<file path="src/rtl/fc_sync_pkg.sv">
package fc_sync_pkg;
   typedef enum logic [0:0] {
      LNK_HUNT   = 1'b0,
      LNK_LOCKED = 1'b1
   } lnk_state_t;

   localparam logic [7:0] CH_K28_5 = 8'hBC;
   localparam logic [7:0] CH_D21_4 = 8'h95;
   localparam logic [7:0] CH_D21_5 = 8'hB5;
   localparam logic [31:0] IDLE_WORD = {CH_K28_5, CH_D21_4, CH_D21_5, CH_D21_5};
   localparam logic [3:0]  IDLE_CTL  = 4'b1000;
endpackage

</file>
<file path="src/rtl/fc_idle_match.sv">
module fc_idle_match
   import fc_sync_pkg::*;
#(
   parameter int  WORD_W     = 32,
   parameter int  CTL_W      = WORD_W / 8,
   parameter bit  STRICT_CTL = 1'b1
) (
   input  logic [WORD_W-1:0] word_i,
   input  logic [CTL_W-1:0]  ctl_i,
   output logic              is_idle_o
);
   logic data_ok;
   logic ctl_ok;

   if (WORD_W != 32) begin : g_bad_w
      $error("fc_idle_match: WORD_W must be 32");
   end

   assign data_ok = (word_i == IDLE_WORD);

   if (STRICT_CTL) begin : g_strict
      assign ctl_ok = (ctl_i == IDLE_CTL);
   end else begin : g_loose
      assign ctl_ok = ctl_i[CTL_W-1];
   end

   assign is_idle_o = data_ok && ctl_ok;
endmodule

</file>
<file path="src/rtl/fc_acq_counter.sv">
module fc_acq_counter #(
   parameter int ACQ_N = 3
) (
   input  logic clk,
   input  logic rst,
   input  logic step_i,
   input  logic idle_i,
   input  logic err_i,
   output logic done_o
);
   localparam int ACQ_W = (ACQ_N > 1) ? $clog2(ACQ_N) : 1;
   localparam logic [ACQ_W-1:0] LAST = ACQ_W'(ACQ_N - 1);

   logic [ACQ_W-1:0] cnt_q;
   logic             hit;

   if (ACQ_N < 1) begin : g_bad_n
      $error("fc_acq_counter: ACQ_N must be at least 1");
   end

   assign hit    = step_i && idle_i && !err_i;
   assign done_o = hit && (cnt_q == LAST);

   always_ff @(posedge clk) begin
      if (rst) begin
         cnt_q <= '0;
      end else if (step_i) begin
         if (!hit || done_o) cnt_q <= '0;
         else                cnt_q <= cnt_q + 1'b1;
      end
   end
endmodule

</file>
<file path="src/rtl/fc_viol_tracker.sv">
module fc_viol_tracker #(
   parameter int LOSS_N = 4
) (
   input  logic clk,
   input  logic rst,
   input  logic step_i,
   input  logic viol_i,
   output logic lose_o
);
   localparam int VC_W = $clog2(LOSS_N + 1);
   localparam logic [VC_W-1:0] LAST = VC_W'(LOSS_N - 1);

   logic [VC_W-1:0] cnt_q;
   logic            half_q;

   if (LOSS_N < 2) begin : g_bad_n
      $error("fc_viol_tracker: LOSS_N must be at least 2");
   end

   assign lose_o = step_i && viol_i && (cnt_q == LAST);

   always_ff @(posedge clk) begin
      if (rst) begin
         cnt_q  <= '0;
         half_q <= 1'b0;
      end else if (step_i) begin
         if (viol_i) begin
            half_q <= 1'b0;
            if (lose_o) cnt_q <= '0;
            else        cnt_q <= cnt_q + 1'b1;
         end else if (cnt_q != '0) begin
            if (half_q) begin
               cnt_q  <= cnt_q - 1'b1;
               half_q <= 1'b0;
            end else begin
               half_q <= 1'b1;
            end
         end
      end
   end
endmodule

</file>
<file path="src/rtl/fc_link_sync.sv">
module fc_link_sync
   import fc_sync_pkg::*;
#(
   parameter int WORD_W     = 32,
   parameter int CTL_W      = WORD_W / 8,
   parameter int ACQ_N      = 3,
   parameter int LOSS_N     = 4,
   parameter bit STRICT_CTL = 1'b1
) (
   input  logic              clk,
   input  logic              rst,
   input  logic              word_vld,
   input  logic [WORD_W-1:0] rx_word,
   input  logic [CTL_W-1:0]  rx_ctl,
   input  logic              code_viol,
   input  logic              comma_mis,
   output logic              sync_o,
   output logic              stat_sync_o
);
   lnk_state_t st_q, st_d;
   logic       is_idle;
   logic       acq_done;
   logic       lose;
   logic       hunt_step;
   logic       lock_step;
   logic       stat_q;

   fc_idle_match #(
      .WORD_W     (WORD_W),
      .CTL_W      (CTL_W),
      .STRICT_CTL (STRICT_CTL)
   ) u_idle (
      .word_i    (rx_word),
      .ctl_i     (rx_ctl),
      .is_idle_o (is_idle)
   );

   assign hunt_step = word_vld && (st_q == LNK_HUNT);
   assign lock_step = word_vld && (st_q == LNK_LOCKED);

   fc_acq_counter #(.ACQ_N(ACQ_N)) u_acq (
      .clk    (clk),
      .rst    (rst),
      .step_i (hunt_step),
      .idle_i (is_idle),
      .err_i  (code_viol || comma_mis),
      .done_o (acq_done)
   );

   fc_viol_tracker #(.LOSS_N(LOSS_N)) u_viol (
      .clk    (clk),
      .rst    (rst),
      .step_i (lock_step),
      .viol_i (code_viol),
      .lose_o (lose)
   );

   always_comb begin
      st_d = st_q;
      unique case (st_q)
         LNK_HUNT:   if (acq_done) st_d = LNK_LOCKED;
         LNK_LOCKED: if (lose)     st_d = LNK_HUNT;
         default:                  st_d = LNK_HUNT;
      endcase
   end

   always_ff @(posedge clk) begin
      if (rst) begin
         st_q   <= LNK_HUNT;
         stat_q <= 1'b0;
      end else begin
         st_q   <= st_d;
         stat_q <= (st_d == LNK_LOCKED);
      end
   end

   assign sync_o      = (st_q == LNK_LOCKED);
   assign stat_sync_o = stat_q;
endmodule

</file>
<file path="config.mk">
export PLATFORM = sky130hd
export DESIGN_NAME = fc_link_sync
export DESIGN_NICKNAME = d
export VERILOG_FILES = /design/src/rtl/fc_sync_pkg.sv /design/src/rtl/fc_idle_match.sv /design/src/rtl/fc_acq_counter.sv /design/src/rtl/fc_viol_tracker.sv /design/src/rtl/fc_link_sync.sv
export SDC_FILE = /design/constraint.sdc
export NUM_CORES = 1
export LEC_CHECK = 0
export BUFFER_PORTS_ARGS = -buffer_cell sky130_fd_sc_hd__buf_2
export CAP_MARGIN = 5
export CORE_MARGIN = 2
export CORE_UTILIZATION = 33
export CTS_CLUSTER_SIZE = 25
export DETAILED_ROUTE_END_ITERATION = 16
export PLACE_DENSITY = 0.76
export SLEW_MARGIN = 20
export SYNTH_ARGS = -nofsm -noshare
export SYNTH_HDL_FRONTEND = slang
export SYNTH_SLANG_ARGS = --single-unit
export TNS_END_PERCENT = 5
</file>
<file path="constraint.sdc">
create_clock -name clk -period 1.25 [get_ports clk]
set_input_delay 0.1875 -clock clk [delete_from_list [all_inputs] [get_ports clk]]
set_output_delay 0.1875 -clock clk [all_outputs]
set_load 0.05 [all_outputs]
</file>
### Word level (Yosys, flattened, before mapping)

Index checks and enable logic that the tools add are counted.

* register bits: 7
* output and inout port bits: 2
* word-level logic and storage cells: 40

* add/subtract/negate cells: 3
* equal/unequal tests: 4
* multiplexer cells: 11
* bitwise logic cells: 1
* reduce and logical (&&, ||, !) cells: 17

Operator list (number)
* 32-bit == test, second input constant: 1
* 3-bit two-way mux: 4
* 1-bit logical AND: 8
* 1-bit two-way mux: 5
* 4-bit == test, second input constant: 1
* 2-bit nonzero test: 2
* 3-bit by 1-bit adder with 3-bit output, second input constant: 1
* 3-bit by 2-bit == test with 1-bit output, second input constant: 1
* 3-bit AND reduction: 1
* 3-bit nonzero test: 1
* 3-bit by 1-bit subtractor with 3-bit output, second input constant: 1
* 2-bit by 1-bit adder with 2-bit output, second input constant: 1
* 2-bit == test, second input constant: 1
* 1-bit logical NOT: 2
* 1-bit logical OR: 2
* 2-bit two-way mux: 1
* 1-bit case mux with 2 select lines: 1
* 2-bit AND reduction: 1
* 1-bit NOT: 1

### Longest topological paths before layout

* word-level depth: 7
* mapped depth: 6

### Hierarchy

A second synthesis with hierarchy kept.

* cells, all modules: 66
* area total of the unflattened synthesis: 586.8 sq um

By module, submodules not included
* fc_viol_tracker: instances 1, cells each 33, area each 289.0 sq um
* fc_acq_counter: instances 1, cells each 13, area each 113.9 sq um
* fc_idle_match: instances 1, cells each 12, area each 108.9 sq um
* fc_link_sync: instances 1, cells each 8, area each 75.1 sq um

### Least setup slack after synthesis

OpenSTA, ideal clock, no wires.

* kind: reg-to-reg
* start point: register stat_sync_o (netlist name)
* end point: register stat_q, in the netlist stat_sync_o
* library setup time: 0.060 ns
* data arrival time: 1.492 ns
* data required time: 1.190 ns
* slack: -0.301 ns
* stages on the path, launching flop included: 5
* buffers on the path: 0
* period minus slack after synthesis: 1.551 ns
* path through: dfxtp_1 nand2b_4 or4_4 nor4_2 o211a_1

RTL lines
* to (signal assigned): line fc_link_sync.sv:73 `stat_q <= (st_d == LNK_LOCKED);`
* to (decl): line fc_link_sync.sv:26 `logic stat_q;`

==> results_dict.tcl <==
set metrics [dict create \
    status "complete, but fails checks" \
    failed_checks "setup timing" \
    wl_per_cell_um 11.65 \
    routed_via_density 5.014 \
    ys.flop_type "dfxtp_1" \
    critPathArrivalTime_ps 1570 \
    drive_gt1_share_pct 60.83 \
    grt_pass1_wl_um 2953 \
    cp-start-kind "register" \
    syn_area_um2 591.8 \
    cts_tree "built" \
    cts.sinks 7 \
    first_global_vias 766 \
    grt_usage_pct 19.55 \
    cts-root-buf "clkbuf_4" \
    rsz0062_at_grt "yes" \
    holdWs_ps 195.2 \
    maxCapViolCount 0 \
    antenna_found_initial 0 \
    worst_slack_ps -113.7 \
    cp_cell_sequence "nand2b_4 > or4_4 > nor4_4 > o211a_1" \
    io_pins 43 \
    clkTransAtPathRegs_ps 60 \
    synth_seq_cells 7 \
    timing.final.hold_violations 0 \
    max_stage_delay_ps 450 \
    grt_start_max_net_pins 10 \
    period_needed_ps 1364 \
    syn_nets 113 \
    async_reset_ff_share_pct 0 \
    cp_top_family "simple AND/OR/NAND/NOR gates" \
    seqCellArea_um2 147.6 \
    ir_drop_mv 0.4794 \
    nNetsFinal 166 \
    ff2ff_setup_slack_ps -110 \
    drv_slew 0 \
    crit_buf_inv 0 \
    slew_headroom_pct 79.86 \
    setup.worst_path.class "reg2reg" \
    hold_buffers 0 \
    hold_class "in2reg" \
    clock_skew_ps 11.60 \
    num_rows 15 \
    synthCells 68 \
    synthDistinctLibCells 32 \
    place.gp.congestion 0.8448 \
    dieArea_um2 2148 \
    grt.overflow.total 0 \
    syn_to_final_growth_pct 58.77 \
    netlist.top_cell.by_area "dfxtp_1" \
    route.detailed.drc 0 \
    finalSetupViolCount 5 \
    yosysTopAreaCellShare_pct 23.68 \
    clock_path_buffers 2 \
    power_density_nw_per_um2 575.3 \
    numCtsBuffers 3 \
    fin_crit_sh_pct 109.1 \
    avgSynthCellArea_um2 8.703 \
    worstHoldPathCells 2 \
    die_y_um 46.35 \
    placed_cells 141 \
    ys_warn_count 0 \
    drtAntennaViolNets 0 \
    final_core_util_pct 55.02 \
    crit_cells 4 \
    via_count 727 \
    fmax_ghz 0.7333 \
    worst_setup_path_end_kind "register" \
    rr_worst_depth 4 \
    synth_top_cells_by_count "dfxtp_1 (7), nor2_1 (7), inv_1 (6)" \
    place_ws_ps -139.8 \
    dp_hpwl_um 1393 \
    critPathMaxFanout 2 \
    die_w_um 46.35 \
    power.leakage_nw 0.4889 \
    multi_input_area_um2 441.7 \
    first_pass_iters 4 \
    synthTopCellsByArea "dfxtp_1 (24%), ha_1 (8.5%), nor2_1 (4.4%)" \
    fin_cells 145 \
    start_util_pct 34.65 \
    synth_enable_flop_cells 0 \
    clock_insertion_delay_worst_skew_ps 270 \
    drtIter0Drc 9 \
    portBuffers 42 \
    antenna_cells 0 \
    fill_cells 168 \
    cp.required_ps 1460 \
    cp_slowest_cell "or4_4" \
    tightest_slew_ps 298.1 \
    wirelength_um 1689 \
    htree_levels 1 \
    core_area_um2 1708 \
    yosysSeqAreaShare_pct 23.68 \
]
routing by layer:
metal	global-route usage [%]	vias to the layer above	share of wire, %
met5	0	-	0
met4	12.57	0	2.7
met3	4.706	6	4.7
met2	37.50	25	60
met1	17.76	333	33
li1	-	363	-
final timing paths:
path                                     start             end
worst max-delay path               stat_sync_o     stat_sync_o
worst min-delay path                       rst   u_viol.half_q
worst max register to register     stat_sync_o     stat_sync_o
worst min register to register  u_acq.cnt_q[1]  u_acq.cnt_q[1]
logic make-up (layout without fill, tap and decap cells):
group,after synthesis,in the layout,synth area share [%]
AND/OR/NAND/NOR,36,36,46.30
AO/OA/AOI/OAI,13,13,15.22
buffers and inverters,8,60,6.341
flip-flops,7,7,23.68
adder cells (fa/ha/maj),4,4,8.457
registers in the layout, indices dropped and copies added (netlist names):
register       count
u_viol.cnt_q       3
u_acq.cnt_q        2
stat_sync_o        1
u_viol.half_q      1
timing repair:
action,in CTS,in global routing
setup endpoints to repair,5,7
setup buffers,0,0
pin swaps,4,9
resized for setup,3,8
worst reg2reg max path, stage by stage, from the launching register on:
cell	delay, ps
dfxtp_4	340
nand2b_4	140
or4_4	450
nor4_4	220
o211a_1	160
cells in the final DEF (no fill, tap or decap), types with 2 or more instances in the layout:
cell / synthesis / layout
nand4_1: 3 / 3
nor4b_1: 2 / 2
dfxtp_2: 0 / 3
nor2_1: 7 / 7
and2_2: 2 / 2
clkbuf_4: 0 / 3
inv_1: 6 / 5
and4bb_2: 2 / 2
ha_1: 4 / 3
dfxtp_1: 7 / 3
nand2_1: 4 / 4
o21ai_0: 3 / 2
buf_4: 2 / 8
and4b_2: 2 / 2
buf_2: 0 / 42
a22o_1: 2 / 2
a21oi_1: 3 / 3
per-stage QoR:
step / total power, mW / area [µm²] / setup TNS [ps]
finish: 0.5406 / 939.7 / -243.9
global route: 0.5754 / 939.7 / -657.0
CTS: 0.5486 / 910.9 / -305.2
detailed placement: 0.3275 / 882.1 / -403.3
global placement: 0.3231 / 882.1 / -261.2
floorplan: 0.2579 / 595.6 / -388.5
power breakdown:
group | internal (mW) | leakage [nW] | switching (mW)
clock network | 0.122 | 0.0150 | 0.0929
logic | 0.0660 | 0.415 | 0.0381
registers | 0.221 | 0.0587 | 0.0000000000000312
cell type report:
| class | instances | share of cell area [%] |
|---|---|---|
| clock buffer | 4 | 2.796 |
| inverter | 6 | 2.397 |
| multi-input combinational | 53 | 47.00 |
| sequential | 7 | 15.71 |
| tap | 25 | 3.329 |
| timing repair buffer | 50 | 28.76 |
Note: power is estimated with default switching activity, not from simulation.
